$ cat src/rtl/otp_sec_pkg.sv
package otp_sec_pkg;

    localparam logic [7:0] CMD_PROGRAM = 8'h9B;
    localparam logic [7:0] CMD_READ    = 8'h77;

    typedef enum logic [2:0] {
        ST_IDLE,
        ST_OPCODE,
        ST_PROG_HDR,
        ST_PROG_DATA,
        ST_RD_DUMMY,
        ST_RD_DATA,
        ST_IGNORE,
        ST_BUSY
    } sec_state_t;

endpackage

$ cat src/rtl/otp_spi_rx.sv
module otp_spi_rx #(
    parameter int STAGES = 2
) (
    input  logic       clk,
    input  logic       rst_n,
    input  logic       sck,
    input  logic       cs_n,
    input  logic       si,
    output logic       cs_active,
    output logic       cs_start,
    output logic       cs_end,
    output logic       sck_fall,
    output logic       bit_zero,
    output logic       byte_valid,
    output logic [7:0] rx_byte
);

    logic [STAGES:0]   sck_q;
    logic [STAGES:0]   cs_q;
    logic [STAGES-1:0] si_q;
    logic [2:0]        bit_cnt;
    logic [6:0]        shreg;
    logic              sck_rise;

    always_ff @(posedge clk or negedge rst_n) begin
        if (!rst_n) begin
            sck_q <= '0;
            cs_q  <= '1;
            si_q  <= '0;
        end else begin
            sck_q <= {sck_q[STAGES-1:0], sck};
            cs_q  <= {cs_q[STAGES-1:0], cs_n};
            si_q  <= {si_q[STAGES-2:0], si};
        end
    end

    assign sck_rise  = sck_q[STAGES-1] & ~sck_q[STAGES];
    assign sck_fall  = ~sck_q[STAGES-1] & sck_q[STAGES];
    assign cs_active = ~cs_q[STAGES-1];
    assign cs_start  = ~cs_q[STAGES-1] & cs_q[STAGES];
    assign cs_end    = cs_q[STAGES-1] & ~cs_q[STAGES];
    assign bit_zero  = (bit_cnt == 3'd0);

    always_ff @(posedge clk or negedge rst_n) begin
        if (!rst_n) begin
            bit_cnt    <= '0;
            shreg      <= '0;
            byte_valid <= 1'b0;
            rx_byte    <= '0;
        end else begin
            byte_valid <= 1'b0;
            if (!cs_active) begin
                bit_cnt <= '0;
            end else if (sck_rise) begin
                shreg   <= {shreg[5:0], si_q[STAGES-1]};
                bit_cnt <= bit_cnt + 3'd1;
                if (bit_cnt == 3'd7) begin
                    byte_valid <= 1'b1;
                    rx_byte    <= {shreg, si_q[STAGES-1]};
                end
            end
        end
    end

endmodule

$ cat src/rtl/otp_sec_ctrl.sv
module otp_sec_ctrl
    import otp_sec_pkg::*;
#(
    parameter int USER_BYTES  = 64,
    parameter int PROG_CYCLES = 20000,
    localparam int UA_W  = $clog2(USER_BYTES),
    localparam int CNT_W = $clog2(PROG_CYCLES + 1)
) (
    input  logic            clk,
    input  logic            rst_n,
    input  logic            cs_active,
    input  logic            cs_start,
    input  logic            cs_end,
    input  logic            byte_valid,
    input  logic [7:0]      rx_byte,
    output logic            stage_clear,
    output logic            stage_we,
    output logic [UA_W-1:0] wptr,
    output logic            commit,
    output logic            rd_start,
    output logic            rd_en,
    output logic            busy,
    output logic            programmed
);

    sec_state_t       state, state_nx;
    logic [1:0]       hdr_cnt;
    logic             got_data;
    logic [CNT_W-1:0] busy_cnt;

    // state register
    always_ff @(posedge clk or negedge rst_n) begin
        if (!rst_n) state <= ST_IDLE;
        else        state <= state_nx;
    end

    // next-state logic
    always_comb begin
        state_nx = state;
        unique case (state)
            ST_IDLE: if (cs_start) state_nx = ST_OPCODE;
            ST_OPCODE: begin
                if (cs_end) state_nx = ST_IDLE;
                else if (byte_valid) begin
                    if (rx_byte == CMD_PROGRAM && !programmed) state_nx = ST_PROG_HDR;
                    else if (rx_byte == CMD_READ)              state_nx = ST_RD_DUMMY;
                    else                                       state_nx = ST_IGNORE;
                end
            end
            ST_PROG_HDR: begin
                if (cs_end) state_nx = ST_IDLE;
                else if (byte_valid) begin
                    if (rx_byte != 8'h00)     state_nx = ST_IGNORE;
                    else if (hdr_cnt == 2'd2) state_nx = ST_PROG_DATA;
                end
            end
            ST_PROG_DATA: if (cs_end) state_nx = got_data ? ST_BUSY : ST_IDLE;
            ST_RD_DUMMY: begin
                if (cs_end) state_nx = ST_IDLE;
                else if (byte_valid && hdr_cnt == 2'd2) state_nx = ST_RD_DATA;
            end
            ST_RD_DATA: if (cs_end) state_nx = ST_IDLE;
            ST_IGNORE:  if (cs_end) state_nx = ST_IDLE;
            ST_BUSY: begin
                if (busy_cnt == CNT_W'(PROG_CYCLES - 1))
                    state_nx = cs_active ? ST_IGNORE : ST_IDLE;
            end
        endcase
    end

    // outputs
    always_comb begin
        stage_clear = (state == ST_PROG_HDR) && byte_valid && !cs_end &&
                      (rx_byte == 8'h00) && (hdr_cnt == 2'd2);
        stage_we    = (state == ST_PROG_DATA) && byte_valid && !cs_end;
        commit      = (state == ST_PROG_DATA) && cs_end && got_data;
        rd_start    = (state == ST_RD_DUMMY) && byte_valid && !cs_end && (hdr_cnt == 2'd2);
        rd_en       = (state == ST_RD_DATA);
        busy        = (state == ST_BUSY);
    end

    // counters and sticky flag
    always_ff @(posedge clk or negedge rst_n) begin
        if (!rst_n) begin
            hdr_cnt    <= '0;
            wptr       <= '0;
            got_data   <= 1'b0;
            busy_cnt   <= '0;
            programmed <= 1'b0;
        end else begin
            if (state == ST_OPCODE)
                hdr_cnt <= '0;
            else if (byte_valid && (state == ST_PROG_HDR || state == ST_RD_DUMMY))
                hdr_cnt <= hdr_cnt + 2'd1;

            if (stage_clear) begin
                wptr     <= '0;
                got_data <= 1'b0;
            end else if (stage_we) begin
                wptr     <= wptr + UA_W'(1);
                got_data <= 1'b1;
            end

            if (state == ST_BUSY) busy_cnt <= busy_cnt + CNT_W'(1);
            else                  busy_cnt <= '0;

            if (commit) programmed <= 1'b1;
        end
    end

    assert_commit_once_R7: assert property (@(posedge clk) disable iff (!rst_n)
        commit |-> !programmed);
    assert_flag_sticky_R6: assert property (@(posedge clk) disable iff (!rst_n)
        programmed |=> programmed);
    assert_busy_quiet_R11: assert property (@(posedge clk) disable iff (!rst_n)
        busy |-> (!stage_we && !rd_start && !stage_clear));
    assert_busy_follows_commit_R6: assert property (@(posedge clk) disable iff (!rst_n)
        commit |=> busy);

endmodule

$ cat src/rtl/otp_sec_array.sv
module otp_sec_array #(
    parameter int                      USER_BYTES = 64,
    parameter logic [USER_BYTES*8-1:0] UID        = '0,
    localparam int UA_W = $clog2(USER_BYTES),
    localparam int RA_W = UA_W + 1
) (
    input  logic            clk,
    input  logic            rst_n,
    input  logic            stage_clear,
    input  logic            stage_we,
    input  logic [UA_W-1:0] wptr,
    input  logic [7:0]      wdata,
    input  logic            commit,
    input  logic            locked,
    input  logic            rd_start,
    input  logic            rd_en,
    input  logic            sck_fall,
    input  logic            bit_zero,
    output logic            so
);

    logic [USER_BYTES-1:0][7:0] user_mem;
    logic [USER_BYTES-1:0][7:0] stage;
    logic [RA_W-1:0]            rd_addr;
    logic [7:0]                 tx_sr;
    logic [7:0]                 rd_byte;

    always_ff @(posedge clk or negedge rst_n) begin
        if (!rst_n) begin
            stage    <= '1;
            user_mem <= '1;
        end else begin
            if (stage_clear)   stage       <= '1;
            else if (stage_we) stage[wptr] <= wdata;
            if (commit)        user_mem    <= stage;
        end
    end

    always_comb begin
        if (rd_addr[RA_W-1]) rd_byte = UID[{rd_addr[UA_W-1:0], 3'b000} +: 8];
        else                 rd_byte = user_mem[rd_addr[UA_W-1:0]];
    end

    always_ff @(posedge clk or negedge rst_n) begin
        if (!rst_n) begin
            rd_addr <= '0;
            tx_sr   <= '1;
        end else if (rd_start) begin
            rd_addr <= '0;
        end else if (rd_en && sck_fall) begin
            if (bit_zero) begin
                tx_sr   <= rd_byte;
                rd_addr <= rd_addr + RA_W'(1);
            end else begin
                tx_sr <= {tx_sr[6:0], 1'b1};
            end
        end
    end

    assign so = tx_sr[7];

    assert_user_frozen_R7: assert property (@(posedge clk) disable iff (!rst_n)
        locked |=> $stable(user_mem));
    assert_no_write_while_locked_R7: assert property (@(posedge clk) disable iff (!rst_n)
        locked |-> !commit);

endmodule

$ cat src/rtl/otp_secreg.sv
module otp_secreg #(
    parameter int                      USER_BYTES  = 64,
    parameter int                      PROG_CYCLES = 20000,
    parameter int                      SYNC_STAGES = 2,
    parameter logic [USER_BYTES*8-1:0] UID         = {(USER_BYTES/4){32'h5EC0_1D42}}
) (
    input  logic clk,
    input  logic rst_n,
    input  logic sck,
    input  logic cs_n,
    input  logic si,
    output logic so,
    output logic so_oe,
    output logic busy,
    output logic programmed
);

    localparam int UA_W = $clog2(USER_BYTES);

    logic            cs_active, cs_start, cs_end, sck_fall, bit_zero, byte_valid;
    logic [7:0]      rx_byte;
    logic            stage_clear, stage_we, commit, rd_start, rd_en;
    logic [UA_W-1:0] wptr;

    otp_spi_rx #(.STAGES(SYNC_STAGES)) u_rx (
        .clk(clk), .rst_n(rst_n), .sck(sck), .cs_n(cs_n), .si(si),
        .cs_active(cs_active), .cs_start(cs_start), .cs_end(cs_end),
        .sck_fall(sck_fall), .bit_zero(bit_zero),
        .byte_valid(byte_valid), .rx_byte(rx_byte)
    );

    otp_sec_ctrl #(.USER_BYTES(USER_BYTES), .PROG_CYCLES(PROG_CYCLES)) u_ctrl (
        .clk(clk), .rst_n(rst_n), .cs_active(cs_active), .cs_start(cs_start),
        .cs_end(cs_end), .byte_valid(byte_valid), .rx_byte(rx_byte),
        .stage_clear(stage_clear), .stage_we(stage_we), .wptr(wptr),
        .commit(commit), .rd_start(rd_start), .rd_en(rd_en),
        .busy(busy), .programmed(programmed)
    );

    otp_sec_array #(.USER_BYTES(USER_BYTES), .UID(UID)) u_array (
        .clk(clk), .rst_n(rst_n), .stage_clear(stage_clear), .stage_we(stage_we),
        .wptr(wptr), .wdata(rx_byte), .commit(commit), .locked(programmed),
        .rd_start(rd_start), .rd_en(rd_en), .sck_fall(sck_fall),
        .bit_zero(bit_zero), .so(so)
    );

    assign so_oe = rd_en;

    assert_so_released_R9: assert property (@(posedge clk) disable iff (!rst_n)
        !cs_active |=> !so_oe);

endmodule

$ cat config.mk
export PLATFORM = sky130hd
export DESIGN_NAME = otp_secreg
export DESIGN_NICKNAME = d
export VERILOG_FILES = /design/src/rtl/otp_sec_pkg.sv /design/src/rtl/otp_spi_rx.sv /design/src/rtl/otp_sec_ctrl.sv /design/src/rtl/otp_sec_array.sv /design/src/rtl/otp_secreg.sv
export SDC_FILE = /design/constraint.sdc
export NUM_CORES = 2
export LEC_CHECK = 0
export BUFFER_PORTS_ARGS = -buffer_cell sky130_fd_sc_hd__buf_4
export CAP_MARGIN = 20
export CORE_MARGIN = 4
export CORE_UTILIZATION = 55
export CTS_CLUSTER_SIZE = 30
export DETAILED_ROUTE_END_ITERATION = 10
export GPL_ROUTABILITY_DRIVEN = 0
export GPL_TIMING_DRIVEN = 0
export PLACE_DENSITY = 0.73
export SLEW_MARGIN = 20
export SYNTH_ARGS = -nofsm -noshare
export SYNTH_HDL_FRONTEND = slang
export SYNTH_SLANG_ARGS = --single-unit
export TNS_END_PERCENT = 5
$ cat constraint.sdc
create_clock -name clk -period 2.3 [get_ports clk]
set_input_delay 0.115 -clock clk [delete_from_list [all_inputs] [get_ports clk]]
set_output_delay 0.115 -clock clk [all_outputs]
set_load 0.005 [all_outputs]
## Word-level counts from Yosys, hierarchy flattened

Cells that the tools add are included.

| word-level totals | value |
|---|---|
| register bits | 1094 |
| bits of input ports | 5 |
| output and inout bits | 4 |
| logic and storage cells | 256 |

| cells by class | value |
|---|---|
| add/subtract/negate cells | 5 |
| $lt $le $gt $ge | 3 |
| eq/ne operators | 20 |
| shifts and indexed selects | 1 |
| mux-type cells | 41 |
| bitwise operators | 9 |
| reductions and logical operators | 34 |

Operators with widths:

| cell | number |
|---|---|
| 2-to-1 mux 512 bit | 2 |
| bitwise mux 512 bit | 1 |
| variable part select 512 x 10 -> 8 bit (first input constant) | 1 |
| 2-to-1 mux 3 bit | 17 |
| binary-select mux 8 bit (select 6 bit) | 1 |
| demux 8 bit (select 6 bit) | 1 |
| 2-to-1 mux 8 bit | 4 |
| 2-to-1 mux 7 bit | 3 |
| one-hot mux 3 bit (7 select lines) | 1 |
| logical AND 1 bit | 16 |
| adder 15 x 1 -> 15 bit (second input constant) | 1 |
| == test 15 bit (second input constant) | 1 |
| == test 3 bit (second input constant) | 5 |
| 2-to-1 mux 15 bit | 1 |
| < comparator 6 x 7 -> 1 bit (second input constant) | 2 |
| 2-to-1 mux 6 bit | 2 |
| nonzero test 2 bit | 5 |
| == test 8 x 7 -> 1 bit (second input constant) | 1 |
| == test 8 bit (second input constant) | 1 |
| logical NOT 8 bit | 1 |
| AND reduction 8 bit | 1 |
| nonzero test 8 bit | 1 |
| adder 7 x 1 -> 7 bit (second input constant) | 1 |
| adder 6 x 1 -> 6 bit (second input constant) | 1 |
| 21 further kinds | 42 |

## Longest topological paths before layout

| depth | value |
|---|---|
| depth after elaboration | 7 |
| gate-level depth with buffers | 11 |
| gate-level depth less buffers | 8 |

## By module

From an unflattened synthesis, not the netlist that was laid out.

| second synthesis, totals | value |
|---|---|
| cell total of the unflattened synthesis | 3955 |
| area total of the unflattened synthesis | 48529.0 um^2 |

By module, submodules not included:

| module | times used | cells an instance | area an instance (um^2) | seq. area each (um^2) |
|---|---|---|---|---|
| otp_sec_array | 1 | 3712 | 45830.2 | 27291.2 |
| otp_sec_ctrl | 1 | 179 | 1677.9 | 700.7 |
| otp_spi_rx | 1 | 64 | 1021.0 | 679.4 |

## Worst setup path before layout

Ideal clock, no wire load.

| timing path | value |
|---|---|
| path type | register to register |
| start point | register u_array.rd_addr[0] |
| end point | register u_array.tx_sr[2] |
| library setup time | 92 ps |
| data arrival time | 2233 ps |
| data required time | 2208 ps |
| slack | -25 ps |
| cell stages (with the launch flop) | 9 |
| buffers on the path | 3 |
| period minus slack after synthesis | 2325 ps |
| path through | dfrtp_1 -> buf_4 -> buf_2 -> buf_2 -> mux4_2 -> mux2i_1 -> nor3_1 -> a2111oi_0 -> a31oi_1 |

| on the way | value |
|---|---|
| word-level cells in the longest chain between the ends | 4 |
| elaborated cells on any way between the ends | 5 |
| classes of those cells | shift (1); mux (4) |

Ends and longest elaborated chain:

| element | line | RTL |
|---|---|---|
| from (decl) | otp_sec_array.sv:24 | `logic [RA_W-1:0] rd_addr;` |
| from (signal assigned) | otp_sec_array.sv:53 | `rd_addr <= rd_addr + RA_W'(1);` |
| branches (longest 2 deep; another with variable part select 512 x 10 -> 8 bit) | -- |  |
| 2-to-1 mux 8 bit * | otp_sec_array.sv:40 | `if (rd_addr[RA_W-1]) rd_byte = UID[{rd_addr[UA_W-1:0], 3'b000} +: 8];` |
| 2-to-1 mux 8 bit * | otp_sec_array.sv:51 | `if (bit_zero) begin` |
| to (signal assigned) | otp_sec_array.sv:52 | `tx_sr <= rd_byte;` |
| to (signal assigned) | otp_sec_array.sv:55 | `tx_sr <= {tx_sr[6:0], 1'b1};` |
| to (decl) | otp_sec_array.sv:25 | `logic [7:0] tx_sr;` |

Every way passes the cells marked *. The select of a mux whose other input is x is not followed.
A chain may end at the register's enable or synchronous reset.

## Worst setup path in the final report

| timing path | value |
|---|---|
| start point | register u_rx.rx_byte[7] |
| end point | register u_array.stage[87] (netlist name) |

| on the way | value |
|---|---|
| word-level cells in the longest chain between the ends | 4 |
| elaborated cells on any way between the ends | 7 |
| classes of those cells | mux (3); reduce/logical (4) |

Ends and longest elaborated chain:

| element | line | RTL |
|---|---|---|
| from (decl) | otp_spi_rx.sv:15 | `output logic [7:0] rx_byte` |
| from (signal assigned) | otp_spi_rx.sv:59 | `rx_byte <= {shreg, si_q[STAGES-1]};` |
| logical NOT 8 bit | otp_sec_ctrl.sv:74 | `(rx_byte == 8'h00) && (hdr_cnt == 2'd2);` |
| logical AND 1 bit | otp_sec_ctrl.sv:73 | `stage_clear = (state == ST_PROG_HDR) && byte_valid && !cs_end &&` |
| logical AND 1 bit | otp_sec_ctrl.sv:74 |  |
| 2-to-1 mux 512 bit or nonzero test 2 bit (tied branches) | -- |  |
| to (signal, indexed assignment) | otp_sec_array.sv:34 | `else if (stage_we) stage[wptr] <= wdata;` |
| to (decl) | otp_sec_array.sv:23 | `logic [USER_BYTES-1:0][7:0] stage;` |

Several ways; a longest one is shown, not always the timed one. The select of a mux whose other input is x is not followed.

==> flow_summary.yaml <==
outcome:
  outcome: "complete, but fails checks"
  violations: "setup timing"
min_path:
  min_path_type: "in -> reg"
  holdPathEnd: "u_rx.si_q[0]"
  hold_start: "si"
  min_delay_path_depth: 2
placement:
  dp_hpwl_um: 106800
  post_dp_cell_area_sq_um: 50640
  port_buffers: 8
  place_ws_ns: -1.669
setup_path:
  reg2reg_setup_slack_ns: -0.47
  crit_path_max_fanout: 10
  r2r_start: "u_rx.rx_byte[7]"
  worstPathArrival_ns: 3.40
  endpoint_kind: "flip-flop"
  worstSetupStartpointType: "flip-flop"
  crit_type: "reg -> reg"
  worstPathRequired_ns: 2.93
  worst_r2r_endpoint: "u_array.stage[87]"
  rr_worst_depth: 4
timing:
  tightest_slew_ns: 1.191
  finalClockSkew_ns: 0.03777
  hold_ws_ns: 0.09023
  setup_viol: 119
  maxSlewViolCount: 0
  clock.fmax_mhz: 360.7
  slew_headroom_pct: 20.00
  rsz0062_at_grt: "true"
  finalHoldViolCount: 0
  post-route-period-util_pct: 120.5
  finalWorstSetupSlack_ns: -0.4721
  min_period_ns: 2.772
cts:
  cts_tree: "yes"
  cts_made_buffers: 111
  root_buffer: "clkbuf_16"
  clock_latency_ns: 0.71
  clockBufferDepth: 3
  cts.htree.levels: 3
  path_clk_slew_ns: 0.07
  cts_sinks: 1094
global_route:
  grt.overflow.total: 0
  grtUsageMet2_pct: 48.24
  antenna_found_initial: 4
  track_usage_pct: 33.57
  met1_usage_pct: 45.41
  globalRouteMet3Util_pct: 10.21
  first_global_vias: 35110
  grt_pass1_wl_um: 233600
  busiest_layer: "met2"
  grt_max_degree: 157
synthesis:
  ys_ff_latch: 1094
  netlist_area_sq_um: 48800
  synth_fp_nets: 4042
  synth_top_flop_cell: "dfstp_2"
  async_flop_share_pct: 100.0
  synth-warning-count: 0
  syn_avg_cell_area_sq_um: 12.12
  synthDistinctLibCells: 60
  ys_seq_area_share_pct: 58.75
  synth_cells: 4027
  synth_edf_count: 0
floorplanning:
  die_w_um: 305.9
  core_sq_um: 87430
  num_rows: 108
  start_util_pct: 55.82
  dieArea_sq_um: 93560
  top_level_ports: 9
  die_h_um: 305.9
power:
  ir_worst_vdd_v: 0.0006585
  power_density_nw_per_um2: 804.0
  p_leak_uw: 0.02385
route:
  firstDrtPassIters: 9
  drc: 0
  drt_iter0_drc: 4779
  drtAntennaViolNets: 0
  routedWlPerCell_um: 29.20
  vias: 35570
  routed_via_density: 6.513
  wl_um: 159500
cells_and_area:
  design_area_sq_um: 56940
  syn_to_final_growth_pct: 16.68
  drive_above_1_share_pct: 53.86
  nNetsFinal: 4226
job:
  cap_violations: 0
## worst max path at each step
stage	to	slack [ns]	startpoint	cells past startpoint
2_1_floorplan	u_array.tx_sr[7]	0.004	u_array.rd_addr[0]	8
3_3_place_gp	u_array.rd_addr[4]	-11.22	rst_n	1
3_5_place_dp	u_array.tx_sr[5]	-1.67	u_array.rd_addr[1]	9
4_1_cts	u_array.tx_sr[5]	-0.30	u_array.rd_addr[0]	10
5_1_grt	u_array.tx_sr[1]	-0.35	u_array.rd_addr[0]	9
6_report	u_array.stage[87]	-0.47	u_rx.rx_byte[7]	4
## where the power goes
group / internal (uW) / switching [uW] / total, uW / leakage (uW)
Sequential: 19600 / 206 / 19800 / 0.0115
Combinational: 2680 / 4260 / 6930 / 0.0105
Clock: 11200 / 7890 / 19100 / 0.00191
Total: 33400 / 12400 / 45800 / 0.0239
## critical path, cell delays in order, from the launching register on
cell and delay, ns:
dfrtp_1 0.43, clkbuf_1 0.86, buf_1 0.90, nand3_1 0.30, nand3_1 0.21
## final cells by class
| class | instances | area [sq um] |
|---|---|---|
| Fill cell | 6223 | 30490 |
| Sequential cell | 1094 | 28680 |
| Multi-Input combinational cell | 2611 | 19610 |
| Clock buffer | 167 | 3352 |
| Buffer | 299 | 2238 |
| Tap cell | 1155 | 1445 |
| Timing Repair Buffer | 80 | 1049 |
| Clock inverter | 39 | 513.0 |
| Inverter | 14 | 56.30 |
| Antenna cell | 2 | 5.005 |
## cell families (layout without fill, tap and decap cells)
| group | after synthesis | in the layout | synth area share (%) |
|---|---|---|---|
| and+or+nand+nor | 1570 | 1570 | 14.61 |
| DFF | 1094 | 1094 | 58.75 |
| muxes | 801 | 801 | 20.78 |
| buffers and inverters | 322 | 599 | 2.736 |
| AOI/OAI and AO/OA | 211 | 211 | 2.528 |
| xor gates and xnor gates | 19 | 19 | 0.3410 |
| adders and majority gates | 10 | 10 | 0.2564 |
| other | 0 | 2 | 0 |
## layout by cell type, fill, tap and decap left out, types with 94 or more instances in the layout
master,netlist,layout
dfstp_2,1035,1035
nand2_1,631,599
nand3_1,545,539
mux2_2,536,535
nor2_1,164,145
mux2i_1,149,134
mux4_2,116,116
clkbuf_16,0,115
nor3_1,122,111
clkbuf_1,202,94
## routing by layer
layer,wire length (um),share of wire (%)
met5,9,0.0056
met1,60210,38
met4,11690,7.3
met3,19130,12
met2,68420,43
## cell usage after synthesis (4+ instances only)
library cell | n | area, sq um
mux2_2 | 536 | 6036
o211ai_1 | 6 | 45.04
mux2i_1 | 149 | 1491
mux4_2 | 116 | 2613
nand3_1 | 545 | 2728
a21oi_1 | 26 | 130.1
a22oi_1 | 9 | 67.56
nor3_1 | 122 | 610.6
o21ai_0 | 87 | 435.4
o221ai_1 | 4 | 35.03
inv_1 | 13 | 48.80
clkbuf_1 | 202 | 758.2
dfstp_2 | 1035 | 27190
dfrtp_1 | 59 | 1476
ha_1 | 10 | 125.1
a211oi_1 | 10 | 75.07
and3_1 | 6 | 37.54
xnor2_1 | 9 | 78.83
o22ai_1 | 4 | 25.02
nor2_2 | 18 | 112.6
a31oi_1 | 13 | 81.33
nand4_1 | 11 | 68.82
nor2_1 | 164 | 615.6
a2111oi_0 | 9 | 78.83
nand2_1 | 631 | 2369
buf_4 | 7 | 52.55
and2_1 | 10 | 62.56
nand2b_1 | 9 | 56.30
buf_1 | 19 | 71.32
buf_2 | 80 | 400.4
nor2b_1 | 11 | 68.82
o21ai_1 | 31 | 155.2
xor2_1 | 10 | 87.58
or3_1 | 14 | 87.58
## registers in the layout, summed over array words and instances, names as in the netlist, 2 cells and up
name,cells
u_rx.shreg,7
u_rx.bit_cnt,3
u_ctrl.wptr,6
u_rx.rx_byte,8
u_ctrl.state,3
u_ctrl.hdr_cnt,2
u_array.rd_addr,7
u_rx.si_q,2
u_array.user_mem,512
u_array.tx_sr,8
u_rx.sck_q,3
u_ctrl.busy_cnt,15
u_rx.cs_q,3
u_array.stage,512
## what timing repair did
item                                    4_1_cts  5_1_grt
pin swaps                                    28       36
hold buffers                                  4        2
endpoints found under the setup margin     1046      972
buffers inserted                             45       10
gates resized for setup                     434      215
endpoints found under the hold margin       127       71
## stage by stage
step | std cells | power, uW | util, % | setup TNS [ns]
5_1_grt | 5459 | 46790 | 65.12 | -12.35
2_1_floorplan | 4027 | 22520 | - | 0
4_1_cts | 5449 | 45480 | 64.40 | -10.12
3_3_place_gp | 5190 | 25000 | 57.54 | -9253.11
3_5_place_dp | 5201 | 25250 | 57.93 | -1061.59
6_report | 5461 | 45780 | 65.13 | -8.509
Note: power is estimated with default switching activity, not from simulation.
